<file path="src/rtl/cmd_mailbox_pkg.sv">
package cmd_mailbox_pkg;
  localparam int CTL_W        = 2;
  localparam int STAT_W       = 8;
  localparam int RSN_W        = 2;
  localparam int RSN_EMPTY    = 0;
  localparam int RSN_READY    = 1;
  localparam int ST_CMD_BIT   = 7;
  localparam int ST_RNE_BIT   = 6;
  localparam int FL_CMD_BIT   = 3;
  localparam int FL_REP_BIT   = 7;
  localparam int CTLRD_CMD    = 1;
  localparam int CTLRD_REP    = 0;
endpackage

</file>
<file path="src/rtl/mbx_slot.sv">
module mbx_slot #(
  parameter int DATA_W = 16
) (
  input  logic              clk,
  input  logic              rst_n,
  input  logic              hold,
  input  logic              load,
  input  logic [DATA_W-1:0] load_data,
  input  logic              take,
  output logic [DATA_W-1:0] data,
  output logic              full
);
  logic [DATA_W-1:0] data_q;
  logic              full_q, full_d;
  logic              data_en;

  always_comb begin
    data_en = load && !hold;
    full_d  = full_q;
    if (hold)         full_d = 1'b0;
    else if (load)    full_d = 1'b1;
    else if (take)    full_d = 1'b0;
  end

  always_ff @(posedge clk or negedge rst_n) begin
    if (!rst_n) begin
      data_q <= '0;
      full_q <= 1'b0;
    end else begin
      if (data_en) data_q <= load_data;
      full_q <= full_d;
    end
  end

  assign data = data_q;
  assign full = full_q;
endmodule

</file>
<file path="src/rtl/mbx_ctrl.sv">
module mbx_ctrl
  import cmd_mailbox_pkg::*;
(
  input  logic             clk,
  input  logic             rst_n,
  input  logic             ctl_wr,
  input  logic [CTL_W-1:0] ctl_wr_data,
  input  logic             cmd_full,
  input  logic             rep_full,
  output logic             hold_next,
  output logic             cpu_reset,
  output logic [RSN_W-1:0] reason,
  output logic             irq
);
  logic [CTL_W-1:0] ctl_q, ctl_d;
  logic             irq_q, irq_d;

  always_comb begin
    ctl_d             = ctl_wr ? ctl_wr_data : ctl_q;
    hold_next         = (ctl_d == '0);
    cpu_reset         = (ctl_q == '0);
    reason            = '0;
    reason[RSN_EMPTY] = (ctl_q == {CTL_W{1'b1}}) && !cmd_full;
    reason[RSN_READY] = ctl_q[1] && rep_full;
    irq_d             = |reason;
  end

  always_ff @(posedge clk or negedge rst_n) begin
    if (!rst_n) begin
      ctl_q <= '0;
      irq_q <= 1'b0;
    end else begin
      if (ctl_wr) ctl_q <= ctl_d;
      irq_q <= irq_d;
    end
  end

  assign irq = irq_q;
endmodule

</file>
<file path="src/rtl/cmd_mailbox.sv">
module cmd_mailbox
  import cmd_mailbox_pkg::*;
#(
  parameter int DATA_W      = 16,
  parameter int SYNC_STAGES = 2
) (
  input  logic              clk,
  input  logic              rst_n,
  input  logic              h_wr_en,
  input  logic [DATA_W-1:0] h_wr_data,
  input  logic              h_rd_en,
  output logic [DATA_W-1:0] h_rd_data,
  input  logic              h_ctl_wr_en,
  input  logic [CTL_W-1:0]  h_ctl_wr_data,
  output logic [CTL_W-1:0]  h_ctl_rd,
  output logic [RSN_W-1:0]  h_irq_reason,
  output logic              h_irq,
  input  logic              c_cmd_rd_en,
  output logic [DATA_W-1:0] c_cmd_data,
  input  logic              c_rep_wr_en,
  input  logic [DATA_W-1:0] c_rep_wr_data,
  output logic [STAT_W-1:0] c_status,
  output logic [STAT_W-1:0] c_flags,
  output logic              c_cmd_irq,
  output logic              c_reset
);
  logic [SYNC_STAGES-1:0] rst_pipe;
  logic                   rst_n_s;
  logic                   hold_next;
  logic                   cmd_full, rep_full;

  always_ff @(posedge clk or negedge rst_n) begin
    if (!rst_n) rst_pipe <= '0;
    else        rst_pipe <= {rst_pipe[SYNC_STAGES-2:0], 1'b1};
  end
  assign rst_n_s = rst_pipe[SYNC_STAGES-1];

  mbx_ctrl u_ctrl (
    .clk         (clk),
    .rst_n       (rst_n_s),
    .ctl_wr      (h_ctl_wr_en),
    .ctl_wr_data (h_ctl_wr_data),
    .cmd_full    (cmd_full),
    .rep_full    (rep_full),
    .hold_next   (hold_next),
    .cpu_reset   (c_reset),
    .reason      (h_irq_reason),
    .irq         (h_irq)
  );

  mbx_slot #(.DATA_W(DATA_W)) u_cmd_slot (
    .clk       (clk),
    .rst_n     (rst_n_s),
    .hold      (hold_next),
    .load      (h_wr_en),
    .load_data (h_wr_data),
    .take      (c_cmd_rd_en),
    .data      (c_cmd_data),
    .full      (cmd_full)
  );

  mbx_slot #(.DATA_W(DATA_W)) u_rep_slot (
    .clk       (clk),
    .rst_n     (rst_n_s),
    .hold      (hold_next),
    .load      (c_rep_wr_en),
    .load_data (c_rep_wr_data),
    .take      (h_rd_en),
    .data      (h_rd_data),
    .full      (rep_full)
  );

  always_comb begin
    h_ctl_rd             = '0;
    h_ctl_rd[CTLRD_CMD]  = cmd_full;
    h_ctl_rd[CTLRD_REP]  = rep_full;
    c_status             = '0;
    c_status[ST_CMD_BIT] = cmd_full;
    c_status[ST_RNE_BIT] = !rep_full;
    c_flags              = '0;
    c_flags[FL_CMD_BIT]  = cmd_full;
    c_flags[FL_REP_BIT]  = rep_full;
    c_cmd_irq            = cmd_full;
  end
endmodule

</file>
<file path="config.mk">
export PLATFORM = sky130hd
export DESIGN_NAME = cmd_mailbox
export DESIGN_NICKNAME = d
export VERILOG_FILES = /design/src/rtl/cmd_mailbox_pkg.sv /design/src/rtl/mbx_slot.sv /design/src/rtl/mbx_ctrl.sv /design/src/rtl/cmd_mailbox.sv
export SDC_FILE = /design/constraint.sdc
export NUM_CORES = 1
export LEC_CHECK = 0
export BUFFER_PORTS_ARGS = -buffer_cell sky130_fd_sc_hd__buf_2
export CAP_MARGIN = 20
export CORE_ASPECT_RATIO = 0.6
export CORE_MARGIN = 1.5
export CORE_UTILIZATION = 47
export CTS_CLUSTER_DIAMETER = 30
export CTS_CLUSTER_SIZE = 28
export DETAILED_ROUTE_END_ITERATION = 7
export GPL_ROUTABILITY_DRIVEN = 0
export PLACE_DENSITY = 0.83
export SKIP_LAST_GASP = 1
export SLEW_MARGIN = 20
export SYNTH_ARGS = -nofsm -noshare
export SYNTH_HDL_FRONTEND = slang
export SYNTH_SLANG_ARGS = --single-unit
</file>
<file path="constraint.sdc">
create_clock -name clk -period 3 [get_ports clk]
set_input_delay 0.15 -clock clk [delete_from_list [all_inputs] [get_ports clk]]
set_output_delay 0.15 -clock clk [all_outputs]
set_load 0.02 [all_outputs]
</file>
# Yosys cells after proc, flatten, opt, wreduce, memory -nomap -nowiden
# Cells that the tools add are included.
# W data, S select, Z words.
[op_classes] bitwise_logic=0 reduce_logical=12 div_mod_pow=0 shifts=0 order_cmp=0 n_mul=0 n_eq_ne=1 mux=7 n_addsub=0
[ops] cell="$mux W1" n=6
[ops] cell="$reduce_bool A3 Y1" n=2
[ops] cell="$logic_and A1 B1 Y1" n=4
[ops] cell="$logic_not A2 Y1" n=2
[ops] cell="$logic_not A1 Y1" n=3
[ops] cell="$eq A2 B2 Y1 const B" n=1
[ops] cell="$mux W2" n=1
[ops] cell="$reduce_or A2 Y1" n=1
[totals] latch_bits=0 rom_bits=0 ramBits=0 elab_cells=27 output_inout_bits=55 reg_bits=39 memories=0

# Depth between registers and ports, before layout
# Gate-level depths: netlist of the first run.
[depth] word_depth=4 ltp_mapped=4 mapped_depth_nobuf=3

# Cells and area by module
# Synthesis of the first run repeated with hierarchy kept, for this count alone.
[hier_totals] hier_cells=112 hier_area_um2=1741.7
[modules_own_cells] module="mbx_slot" area_per_inst_um2=703.2 seq_area_each_um2=425.4 n_inst=2 cells_each=39
[modules_own_cells] module="cmd_mailbox" area_per_inst_um2=188.9 seq_area_each_um2=50.0 n_inst=1 cells_each=22
[modules_own_cells] module="mbx_ctrl" area_per_inst_um2=146.4 seq_area_each_um2=75.1 n_inst=1 cells_each=12

# Worst setup path before layout of the first run
# Ideal clock, no wire load.
[synth_timing] path_type="reg-to-reg" from="reg u_ctrl.ctl_q[1]" to="reg u_cmd_slot.data_q[10], in the netlist u_cmd_slot.data[10]" arrival_ns=1.386 stages_incl_launch_ff=5 setup_ns=0.125 setup_slack_ns=1.489 n_path_buf=1 cell_sequence="dfrtp_1 -> or3_4 -> nand3_4 -> buf_12 -> mux2_4"
[synth_via] elab_chain_len=4
[synth_lines] item="start, declared" line="mbx_ctrl.sv:15" text="logic [CTL_W-1:0] ctl_q, ctl_d;"
[synth_lines] item="start signal, assigned" line="mbx_ctrl.sv:33" text="if (ctl_wr) ctl_q <= ctl_d;"
[synth_lines] item="$mux W2" line="mbx_ctrl.sv:19" text="ctl_d = ctl_wr ? ctl_wr_data : ctl_q;"
[synth_lines] item="$logic_not A2 Y1" line="mbx_ctrl.sv:20" text="hold_next = (ctl_d == '0);"
[synth_lines] item="$logic_not A1 Y1" line="mbx_slot.sv:18" text="data_en = load && !hold;"
[synth_lines] item="$logic_and A1 B1 Y1" line="mbx_slot.sv:18"
[synth_lines] item="end signal, assigned" line="mbx_slot.sv:30" text="if (data_en) data_q <= load_data;"
[synth_lines] item="end, declared" line="mbx_slot.sv:13" text="logic [DATA_W-1:0] data_q;"
# Every way passes these cells.
# A chain may end at the register's enable or synchronous reset.

# Worst setup path in the final report of the first run
[layout_timing] from="reg u_ctrl.ctl_q[1]" to="reg u_cmd_slot.data_q[2], in the netlist u_cmd_slot.data[2]"
# The elaborated chain is that of the path after synthesis.

==> results.md, run 1 <==
* Outcome: completed
* Number of search-and-repair iterations in the first detailed-routing pass at 2
* Critical path capture point type: flop
* Detailed placer's ending HPWL at 2340 µm
* Share of the cycle needed by the critical path after routing at 54.31%
* Post-layout instance area at 2203 µm²
* Cell-by-cell listing of the critical path: or3_4 > nand3_4 > mux2_2
* Core Box Area at 3383 µm²
* Antenna violations before repair at 0
* Pins over their slew limit at 0
* Global-route congestion overflow total at 0
* Share of flip-flops with an asynchronous set or reset at 100.0%
* Most numerous cell types in the synthesized netlist: 39 x sky130_fd_sc_hd__dfrtp_1, 20 x sky130_fd_sc_hd__mux2_4, 17 x sky130_fd_sc_hd__buf_4, 14 x sky130_fd_sc_hd__mux2_2, 4 x sky130_fd_sc_hd__nor2_1
* Worst vdd rail ir drop at 600.3 µV
* Clock Skew at 0.007131 ns
* GRT Overall Usage at 16.60%
* Cell Area, Synth at 1723 µm²
* Share of the core filled with cells at 65.13%
* Highest net fanout along the worst path at 16
* Average routed wire per standard cell at 12.76 µm
* Filler cell count in the final layout at 276
* Synthesis-to-layout area growth at 27.89%
* Required arrival time at the worst endpoint at 3.17 ns
* Nature of the critical path startpoint: flop
* IO buf count at 83
* Seq pwr share at 43.9%
* Fraction of power spent switching nets at 29.04%
* Max-Cap Viols at 0
* Combined buffer and inverter count along the critical path at 0
* Drt initial violations at 27
* Cts bufs inserted at 5
* Total count of hold-check failures in the final report at 0
* Area of the multi-input gates at 609.3 µm²
* Worst hold-check path type: in -> reg
* Sequential cell area at 975.9 µm²
* Nets@finish at 236
* Maximum level of the CTS H-tree at 2
* Synth Flop Type: sky130_fd_sc_hd__dfrtp_1
* Clock tree root buffer cell: sky130_fd_sc_hd__clkbuf_8
* Pin count of the biggest net entering global routing at 38
* Total length of routed wires at 3075 µm
* Count leader, synth: sky130_fd_sc_hd__dfrtp_1
* Starting Density at 50.92%
* Largest area contributor in the synthesized netlist: sky130_fd_sc_hd__dfrtp_1
* Warning count from the yosys run at 0
* P per Cell Area at 668.9 nW/µm²
* Number of global-route vias before repair at 1023
* Placed cell areas at 2076 µm²
* Internal power of the cells at 1046 µW
* Clock tree sinks at 39
* Net switching power at 428.0 µW
* Number of library cell types mapped by synthesis at 15
* CP peak stage delay at 0.45 ns
* Number of post-CTS setup repair buffers at 0
* Leakage power at 0.001191 µW
* Share of total power in combinational logic at 26.4%
* Die X at 81.17 µm
* Die Footprint at 4050 µm²
* Count of unresolved DRC violations after routing at 0
* Unrepaired setup endpoints after global routing: false
* Number of synthesized flops with an enable pin at 0
* Vias at 1047
* Bufs on Longest Clock Path at 2
* Cts repair resizes at 0
* Number of nets with antenna violations after routing at 0
* Clock Latency Late Sink at 0.29 ns
* Post-layout total power at 1474 µW
* Final antenna diode count at 0
* Hold buffer count at CTS at 1
* Library cell contributing the largest single delay on the critical path: sky130_fd_sc_hd__or3_4
* Data arrival, critical path at 1.80 ns
* Fraction of final layout cells with drive strength greater than 1 at 66.84%
* Avg Synthesized Cell Area at 15.52 µm²
* Area share of the largest cell type after synthesis at 56.64%
* Synthesized instance count at 111
* Worst slack, placed at 1.366 ns
* Detailed-route vias per instance at 4.344
* Worst Slack Setup Final at 1.371 ns
* Top cells by area, synth: sky130_fd_sc_hd__dfrtp_1 57%, sky130_fd_sc_hd__mux2_4 17%, sky130_fd_sc_hd__mux2_2 9.2%
* Clock edge transition at the registers on the reported setup and hold paths at 0.07 ns
* Number of rows created at floorplan at 16
* TritonCTS clock tree: built
* Number of ports placed on the die boundary at 96
* Seq cells post-synth at 39
* Wire length of the first global-routing pass at 4761 µm
* Dominant delay contributor by cell family on the critical path: simple AND/OR/NAND/NOR gates
* Finish-stage setup viols at 0
* Clock group share of total power at 29.8%
* Post-Route Setup TNS at 0 ns
* Die extent in y at 49.90 µm
* Final critical path time including I/O delays and setup at 1.629 ns
* Fraction of the yosys area taken by sequential cells at 56.64%
* Fmax at 613.8 MHz
* Path type of the worst setup path: reg -> reg
-- worst paths after layout --
kind	startpoint	end	slack, ns	cells after the start
max	u_ctrl.ctl_q[1]	u_cmd_slot.data[2]	1.37	3
max reg2reg	u_ctrl.ctl_q[1]	u_cmd_slot.data[2]	1.37	3
min	h_wr_data[4]	u_cmd_slot.data[4]	0.09	2
min in group asynchronous	rst_n	rst_pipe[1]	0.17	2
max in group asynchronous	rst_pipe[1]	u_rep_slot.data[0]	2.40	1
min reg2reg	rst_pipe[1]	u_rep_slot.data[15]	0.28	1
-- cell families after synthesis --
| kind of cell | synth area share, % |
|---|---|
| flip-flops | 56.65 |
| multiplexers | 26.58 |
| buffers and inverters | 10.38 |
| AND/OR/NAND/NOR | 5.374 |
| AO/OA/AOI/OAI | 0.5810 |
| other | 0.4359 |
-- routing by layer --
| layer | up-vias | global-route usage (%) | wire length, µm |
|---|---|---|---|
| li1 | 507 | - | - |
| met1 | 478 | 21.43 | 1459 |
| met2 | 55 | 23.33 | 1269 |
| met3 | 7 | 6.852 | 290 |
| met4 | 0 | 9.483 | 56 |
| met5 | - | 0 | 0 |
-- flip-flops by register name, indices dropped and copies added, names as in the netlist --
signal / flops
rst_pipe: 2
u_ctrl.irq: 1
u_cmd_slot.data: 16
u_rep_slot.full: 1
u_ctrl.ctl_q: 2
u_cmd_slot.full: 1
u_rep_slot.data: 16
-- layout make-up --
type	instances	area share, %
flip-flops and latches	39	44.29
well taps	45	2.555
clock buffers	6	3.748
clock inverters	2	1.590
multi-input cells	61	27.65
inverters	3	0.5111
repair buffers	85	19.65
-- cells in the final DEF (no fill, tap or decap) --
master	synthesis	routed
sky130_fd_sc_hd__nand3_4	2	2
sky130_fd_sc_hd__mux2_4	20	20
sky130_fd_sc_hd__or3_4	1	1
sky130_fd_sc_hd__nor2_1	4	4
sky130_fd_sc_hd__a21oi_1	2	2
sky130_fd_sc_hd__bufinv_16	0	1
sky130_fd_sc_hd__conb_1	2	13
sky130_fd_sc_hd__and2_1	1	1
sky130_fd_sc_hd__or2_2	1	1
sky130_fd_sc_hd__clkinv_2	0	1
sky130_fd_sc_hd__dlygate4sd3_1	0	1
sky130_fd_sc_hd__clkbuf_8	0	6
sky130_fd_sc_hd__nand2_1	2	2
sky130_fd_sc_hd__or3b_4	1	1
sky130_fd_sc_hd__buf_4	17	1
sky130_fd_sc_hd__inv_1	3	3
sky130_fd_sc_hd__dfrtp_1	39	39
sky130_fd_sc_hd__buf_2	0	83
sky130_fd_sc_hd__mux2_2	14	14
-- worst reg2reg max path, cell delays in order, from the launching register on --
cell and delay, ns:
sky130_fd_sc_hd__dfrtp_1 0.42, sky130_fd_sc_hd__or3_4 0.45, sky130_fd_sc_hd__nand3_4 0.27, sky130_fd_sc_hd__mux2_2 0.38
-- power by group through the flow --
stage	combinational [µW]	clock [µW]	sequential, µW
final	389	439	646
after global routing	416	480	656
after CTS	394	454	647
after detailed placement	393	0	655
after global placement	387	0	653
after floorplan	190	0	751
-- metrics by stage --
step                      instances  hold slack [ns]
after global routing            241          0.07675
after floorplan                 122          -0.1456
final                           241          0.08992
after global placement          232         -0.06348
after detailed placement        232         -0.06249
after CTS                       241          0.07702
Note: power is estimated with default switching activity, not from simulation.
==> inputs of run 2 (changes only) <==
- ABC_AREA: default -> 1
- CORE_UTILIZATION: 47 -> 44
- PLACE_DENSITY: 0.83 -> 0.78
- clock period: 3 -> 1.66 ns (I/O delays scaled with it)
==> run 2 against run 1 <==
Against the previous run:
- register-to-register slack lost 0.93 ns
- combinational power grew 57%
- clock skew shrank 0.0056 ns
- critical path depth grew 4
- worst hold slack lost 0.070 ns
- worst setup slack lost 0.93 ns
- largest power group unchanged
- final cell count grew 32%
- fmax grew 33%
- design area grew 0.97%
- clock power grew 40%
==> results.md, run 2 <==
* Highest net fanout along the worst path at 36 (+20)
* Count leader, synth: sky130_fd_sc_hd__nand2_1
* Top cells by area, synth: sky130_fd_sc_hd__dfrtp_1 54%, sky130_fd_sc_hd__nand2_1 11%, sky130_fd_sc_hd__nand3_1 8.8%
* Cell Area, Synth at 1814 µm² (+5.3%)
* Number of ports placed on the die boundary at 96 (unchanged)
* Seq pwr share at 48.3% (+4.4 points)
* Worst slack, placed at 0.4312 ns (-0.9349 ns)
* Worst setup path startpoint: u_ctrl.ctl_q[0]
* Worst vdd rail ir drop at 582.8 µV (-2.9%)
* Final critical path time including I/O delays and setup at 1.222 ns (-0.4074 ns)
* Clock tree sinks at 39 (unchanged)
* Synth Flop Type: sky130_fd_sc_hd__dfrtp_1
* Final antenna diode count at 0 (unchanged)
* Total count of hold-check failures in the final report at 0 (unchanged)
* Pins over their slew limit at 0 (unchanged)
* Number of post-CTS setup repair buffers at 0 (unchanged)
* Path type of the worst setup path: reg -> reg
* Detailed-route vias per instance at 4.568 (+5.1%)
* Number of nets with antenna violations after routing at 0 (unchanged)
* Clock edge transition at the registers on the reported setup and hold paths at 0.07 ns (about the same)
* Required arrival time at the worst endpoint at 1.84 ns (-1.33 ns)
* TritonCTS clock tree: built
* Cts bufs inserted at 5 (unchanged)
* Maximum level of the CTS H-tree at 2 (unchanged)
* Nature of the critical path startpoint: flop
* Number of rows created at floorplan at 17 (+1)
* Share of flip-flops with an asynchronous set or reset at 100.0% (unchanged)
* Drt initial violations at 53 (+96%)
* Clock tree root buffer cell: sky130_fd_sc_hd__clkbuf_8
* Area of the multi-input gates at 638.1 µm² (+4.7%)
* Clock Skew at 0.001525 ns (-0.005607 ns)
* Outcome: completed
* WHS Path Cells at 3 (+1)
* Synthesis-to-layout area growth at 22.62%
* Detailed placer's ending HPWL at 2625 µm (+12%)
* Post-layout total power at 2369 µW (+61%)
* Fraction of power spent switching nets at 33.95% (+4.9 points)
* Finish-stage setup viols at 0 (unchanged)
* Highest-count cells in the layout ignoring fill and taps: 83 x sky130_fd_sc_hd__buf_2, 54 x sky130_fd_sc_hd__nand2_1, 39 x sky130_fd_sc_hd__dfrtp_1, 32 x sky130_fd_sc_hd__nand3_1, 20 x sky130_fd_sc_hd__nand2_2
* Number of synthesized flops with an enable pin at 0 (unchanged)
* Number of library cell types mapped by synthesis at 15 (unchanged)
* Number of search-and-repair iterations in the first detailed-routing pass at 4 (+2)
* Core Box Area at 3807 µm² (+13%)
* Internal power of the cells at 1565 µW (+50%)
* Hold path endpoint: u_cmd_slot.data[0]
* Seq cells post-synth at 39 (unchanged)
* Net switching power at 804.3 µW (+88%)
* Data arrival, critical path at 1.40 ns (-0.40 ns)
* Most numerous cell types in the synthesized netlist: 54 x sky130_fd_sc_hd__nand2_1, 39 x sky130_fd_sc_hd__dfrtp_1, 32 x sky130_fd_sc_hd__nand3_1, 20 x sky130_fd_sc_hd__nand2_2, 19 x sky130_fd_sc_hd__buf_4
* Filler cell count in the final layout at 355 (+29%)
* Clock group share of total power at 25.9% (-3.9 points)
* Leakage power at 0.001305 µW (+9.5%)
* Largest area contributor in the synthesized netlist: sky130_fd_sc_hd__dfrtp_1
* Critical path capture point type: flop
* Worst hold-check path type: in -> reg
* IO buf count at 83 (unchanged)
* Clock Latency Late Sink at 0.29 ns (about the same)
* R2r worst-path depth at 7 (+4)
* Setup slack on the worst flop-to-flop path at 0.44 ns (-0.93 ns)
* Fraction of the yosys area taken by sequential cells at 53.79% (-2.9 points)
* Die extent in y at 52.74 µm (+5.7%)
* Die Footprint at 4530 µm² (+12%)
* Cts repair resizes at 0 (unchanged)
* Avg Synthesized Cell Area at 9.449 µm² (-39%)
* Max-Cap Viols at 0 (unchanged)
* Wire length of the first global-routing pass at 6272 µm (+32%)
* Warning count from the yosys run at 0 (unchanged)
* Global-route congestion overflow total at 0 (unchanged)
* Unrepaired setup endpoints after global routing: false
* Hold buffer count at CTS at 1 (unchanged)
* Starting Density at 47.65% (-3.3 points)
* Area share of the largest cell type after synthesis at 53.79% (-2.9 points)
* Critical R2R Launch: u_ctrl.ctl_q[0]
* P per Cell Area at 1065 nW/µm² (+59%)
* Fmax at 818.4 MHz (+33%)
* Synthesized instance count at 192 (+73%)
* Antenna violations before repair at 0 (unchanged)
* R2R Path End: u_rep_slot.data[4]
* Sequential cell area at 975.9 µm² (unchanged)
* Share of the cycle needed by the critical path after routing at 73.60% (+19 points)
* Count of unresolved DRC violations after routing at 0 (unchanged)
* Hold wc startpoint: h_wr_data[0]
* Fraction of final layout cells with drive strength greater than 1 at 42.96% (-24 points)
* Post-Route Setup TNS at 0 ns (unchanged)
* Number of global-route vias before repair at 1313 (+28%)
* Share of total power in combinational logic at 25.8% (-0.6 points)
* Pin count of the biggest net entering global routing at 38 (unchanged)
* Nets@finish at 310 (+31%)
* Worst Slack Setup Final at 0.4382 ns (-0.9326 ns)
* Total length of routed wires at 3715 µm (+21%)
* GRT Overall Usage at 18.76% (+2.2 points)
* Most common cell after layout, fill and taps aside: sky130_fd_sc_hd__buf_2
* Hold_ws at 0.01956 ns (-0.07036 ns)
* Die X at 85.90 µm (+5.8%)
* Vias at 1448 (+38%)
* Bufs on Longest Clock Path at 2 (unchanged)
* Average routed wire per standard cell at 11.72 µm (-8.2%)
run 2: changes by cell type after synthesis, moves of 2 or more:
cell,previous run,this run
sky130_fd_sc_hd__nand2_2,0,20
sky130_fd_sc_hd__buf_2,0,4
sky130_fd_sc_hd__buf_4,17,19
sky130_fd_sc_hd__inv_1,3,9
sky130_fd_sc_hd__nand2_4,0,2
sky130_fd_sc_hd__mux2_2,14,0
sky130_fd_sc_hd__nand2_1,2,54
sky130_fd_sc_hd__nand3_1,0,32
sky130_fd_sc_hd__nand3_4,2,0
sky130_fd_sc_hd__buf_12,2,0
sky130_fd_sc_hd__mux2_4,20,0
sky130_fd_sc_hd__buf_8,0,2
sky130_fd_sc_hd__a21oi_1,2,0
sky130_fd_sc_hd__nand2_8,0,3
run 2: worst max-delay path, cell delays in order, from the launching register on:
cell and delay, ns:
sky130_fd_sc_hd__dfrtp_1 0.37, sky130_fd_sc_hd__inv_1 0.06, sky130_fd_sc_hd__nand2_2 0.07, sky130_fd_sc_hd__nand2_4 0.07, sky130_fd_sc_hd__nand2_8 0.23, sky130_fd_sc_hd__nand2_8 0.17, sky130_fd_sc_hd__nand2_1 0.09, sky130_fd_sc_hd__nand2_1 0.06
run 2: metal layers:
| metal | global-route usage, % | up-vias | wire [µm] |
|---|---|---|---|
| li1 | - | 719 | - |
| met1 | 25.97 | 659 | 1802 |
| met2 | 27.95 | 63 | 1574 |
| met3 | 5.354 | 7 | 278 |
| met4 | 7.258 | 0 | 59 |
| met5 | 0 | - | 0 |
run 2: metrics by stage:
step	std cells	area (µm²)	util, %
6_report	317	2225	58.43
5_1_grt	317	2225	58.43
3_3_place_gp	308	2133	56.03
3_5_place_dp	308	2133	56.03
2_1_floorplan	203	1856	-
4_1_cts	317	2225	58.43
run 2: area by class of cell:
cell class | count | area share (%)
timing repair buffer | 85 | 19.46
clock buffer | 7 | 3.431
sequential | 39 | 43.87
inverter | 10 | 1.687
multi-input combinational | 128 | 28.68
tap | 47 | 2.643
clock inverter | 1 | 0.2250
run 2: power groups by stage:
stage / logic (µW) / registers, µW / clock network, µW
finish: 611 / 1140 / 614
global route: 675 / 1160 / 691
CTS: 618 / 1140 / 635
detailed placement: 616 / 1160 / 0
global placement: 606 / 1160 / 0
floorplan: 309 / 1300 / 0
run 2: cells by family after synthesis:
kind of cell	synth area share [%]
AND/OR/NAND/NOR	32.48
buffers and inverters	13.31
flip-flops	53.79
other	0.4139
run 2: worst max-delay path by stage:
stage	end	slack (ns)	cells after the start
2_1_floorplan	u_cmd_slot.data[0]	0.49	0
3_3_place_gp	u_cmd_slot.data[1]	0.47	7
3_5_place_dp	u_cmd_slot.data[15]	0.43	7
4_1_cts	u_rep_slot.data[4]	0.42	7
5_1_grt	u_rep_slot.data[0]	0.31	7
6_report	u_rep_slot.data[4]	0.44	7
==> inputs of run 3 (changes only) <==
- clock period: 1.66 -> 1.3 ns (I/O delays scaled with it)
==> run 3 against run 2 <==
Against the previous run:
- clock-buffer cell count decreased by 1
- fmax increased by 3.0%
- largest cell class unchanged
- worst setup slack got worse by 0.32 ns
- non-clock buffer count rose by 6
- sequential cell count did not move
- first-iteration DRC count grew 11%
- final cell count rose by 2.2%
- clock power grew 69%
==> results.md, run 3 (synthesis gave the netlist of run 2 again) <==
* Outcome: completed
* Core Box Area at 3807 µm² (unchanged)
* Max-Cap Viols at 0 (unchanged)
* Most common cell after layout, fill and taps aside: sky130_fd_sc_hd__buf_2
* Worst hold-check path type: in -> reg
* Dominant delay contributor by cell family on the critical path: simple AND/OR/NAND/NOR gates
* Post-layout instance area at 2330 µm² (+4.7%)
* Drt initial violations at 59 (+11%)
* Die extent in y at 52.74 µm (unchanged)
* Clock tree sinks at 39 (unchanged)
* Bufs on Longest Clock Path at 2 (unchanged)
* Clock tree root buffer cell: sky130_fd_sc_hd__clkbuf_8
* Average routed wire per standard cell at 12.11 µm (+3.3%)
* Fmax at 843.4 MHz (+3.0%)
* Number of nets with antenna violations after routing at 0 (unchanged)
* Area of the multi-input gates at 649.4 µm² (+1.8%)
* Clock group share of total power at 31.6% (+5.7 points)
* Share of total power in combinational logic at 24.4% (-1.4 points)
* Worst Slack Setup Final at 0.1143 ns (-0.3239 ns)
* Highest net fanout along the worst path at 18 (-50%)
* Sequential cell area at 975.9 µm² (unchanged)
* Path type of the worst setup path: reg -> reg
* IO buf count at 83 (unchanged)
* Clock Skew at 0.006628 ns (+0.005103 ns)
* Die X at 85.90 µm (unchanged)
* Vias at 1481 (+2.3%)
* Leakage power at 0.001358 µW (+4.1%)
* Placed cell areas at 2141 µm² (+0.35%)
* Finish-stage setup viols at 0 (unchanged)
* Clock Latency Late Sink at 0.29 ns (about the same)
* Seq pwr share at 44.1% (-4.2 points)
* Nature of the critical path startpoint: flop
* Detailed-route vias per instance at 4.571 (about the same)
* Number of ports placed on the die boundary at 96 (unchanged)
* Required arrival time at the worst endpoint at 1.47 ns (-0.37 ns)
* Number of global-route vias before repair at 1341 (+2.1%)
* Combined buffer and inverter count along the critical path at 1 (unchanged)
* Share of the cycle needed by the critical path after routing at 91.21% (+18 points)
* Internal power of the cells at 2256 µW (+44%)
* Library cell contributing the largest single delay on the critical path: sky130_fd_sc_hd__dfrtp_1
* Pin count of the biggest net entering global routing at 37 (-2.6%)
* Starting Density at 47.65% (unchanged)
* Data arrival, critical path at 1.36 ns (-0.04 ns)
* Hold_ws at 0.005873 ns (-0.01369 ns)
* P per Cell Area at 1419 nW/µm² (+33%)
* Unrepaired setup endpoints after global routing: false
* Filler cell count in the final layout at 311 (-12%)
* Total count of hold-check failures in the final report at 0 (unchanged)
* Pins over their slew limit at 0 (unchanged)
* Number of rows created at floorplan at 17 (unchanged)
* TritonCTS clock tree: built
* Detailed placer's ending HPWL at 2710 µm (+3.2%)
* Worst slack, placed at 0.07762 ns (-0.3536 ns)
* Cts bufs inserted at 5 (unchanged)
* Share of the core filled with cells at 61.19% (+2.8 points)
* Fraction of final layout cells with drive strength greater than 1 at 43.32% (+0.36 points)
* Synthesis-to-layout area growth at 28.41%
* Nets@finish at 317 (+2.3%)
* Global-route congestion overflow total at 0 (unchanged)
* Number of post-CTS setup repair buffers at 0 (unchanged)
* Count of unresolved DRC violations after routing at 0 (unchanged)
* Number of search-and-repair iterations in the first detailed-routing pass at 4 (unchanged)
* Maximum level of the CTS H-tree at 2 (unchanged)
* GRT Overall Usage at 18.02% (-0.74 points)
* Die Footprint at 4530 µm² (unchanged)
* Clock edge transition at the registers on the reported setup and hold paths at 0.08 ns (about the same)
* Net switching power at 1051 µW (+31%)
* Worst vdd rail ir drop at 677.3 µV (+16%)
* Antenna violations before repair at 0 (unchanged)
* CP peak stage delay at 0.37 ns (about the same)
* Final critical path time including I/O delays and setup at 1.186 ns (-0.03610 ns)
* Final antenna diode count at 0 (unchanged)
* Wire length of the first global-routing pass at 6058 µm (-3.4%)
* Total length of routed wires at 3924 µm (+5.6%)
* Highest-count cells in the layout ignoring fill and taps: 83 x sky130_fd_sc_hd__buf_2, 54 x sky130_fd_sc_hd__nand2_1, 39 x sky130_fd_sc_hd__dfrtp_1, 32 x sky130_fd_sc_hd__nand3_1, 20 x sky130_fd_sc_hd__nand2_2
* Post-Route Setup TNS at 0 ns (unchanged)
* Critical path capture point type: flop
* Fraction of power spent switching nets at 31.78% (-2.2 points)
* Cell-by-cell listing of the critical path: inv_1 > nand2_2 > nand2_4 > nand2_8 > nand2_8 > nand2_2 > nand2_1
## run 3: cell types whose count changed in the layout (fill, tap and decap cells not counted), sizes merged
cell,before,now
buf,84,85
clkbuf,7,6
bufinv,0,1
nand2,79,80
dlygate4sd3,1,6
## run 3: layer usage
metal | global-route usage, % | vias up | part of all wire (%)
li1 | - | 733 | -
met1 | 24.88 | 673 | 50
met2 | 26.77 | 68 | 41
met3 | 5.197 | 7 | 7.1
met4 | 7.258 | 0 | 1.2
met5 | 0 | - | 0
## run 3: worst register-to-register path: stages (launching register included)
cell and delay [ns]:
sky130_fd_sc_hd__dfrtp_1 0.37, sky130_fd_sc_hd__inv_1 0.07, sky130_fd_sc_hd__nand2_2 0.07, sky130_fd_sc_hd__nand2_4 0.09, sky130_fd_sc_hd__nand2_8 0.18, sky130_fd_sc_hd__nand2_8 0.15, sky130_fd_sc_hd__nand2_2 0.09, sky130_fd_sc_hd__nand2_1 0.05
## run 3: power by group through the flow
stage | clock, µW | sequential (µW) | combinational [µW]
global placement | 0 | 1480 | 779
detailed placement | 0 | 1480 | 788
finish | 1040 | 1460 | 806
CTS | 1060 | 1460 | 799
floorplan | 0 | 1660 | 395
global route | 1120 | 1480 | 885
## run 3: final timing paths
check | start | to | slack (ns) | cells after the start
worst max-delay path | u_ctrl.ctl_q[1] | u_cmd_slot.data[9] | 0.11 | 7
worst min-delay path | h_wr_data[0] | u_cmd_slot.data[0] | 0.006 | 3
worst max register to register | u_ctrl.ctl_q[1] | u_cmd_slot.data[9] | 0.11 | 7
worst min register to register | rst_pipe[1] | u_rep_slot.data[3] | 0.22 | 1
max in group asynchronous | rst_pipe[1] | u_cmd_slot.data[14] | 0.80 | 1
min in group asynchronous | rst_n | rst_pipe[1] | 0.11 | 2
## run 3: final cells by class
class	count	area share, %
Sequential cell	39	41.89
Multi-Input combinational cell	129	27.87
Timing Repair Buffer	91	21.05
Clock buffer	6	3.545
Tap cell	47	2.524
Inverter	10	1.611
Clock inverter	2	1.504
## run 3: stage by stage
| stage | total power [µW] | std cells |
|---|---|---|
| floorplan | 2056 | 203 |
| finish | 3307 | 324 |
| CTS | 3314 | 322 |
| global route | 3477 | 324 |
| detailed placement | 2267 | 309 |
| global placement | 2258 | 309 |
## run 3: what timing repair did
item	CTS	global route
endpoints found under the setup margin	0	18
hold endpoints to repair	6	1
resized for setup	0	0
hold buffers	5	1
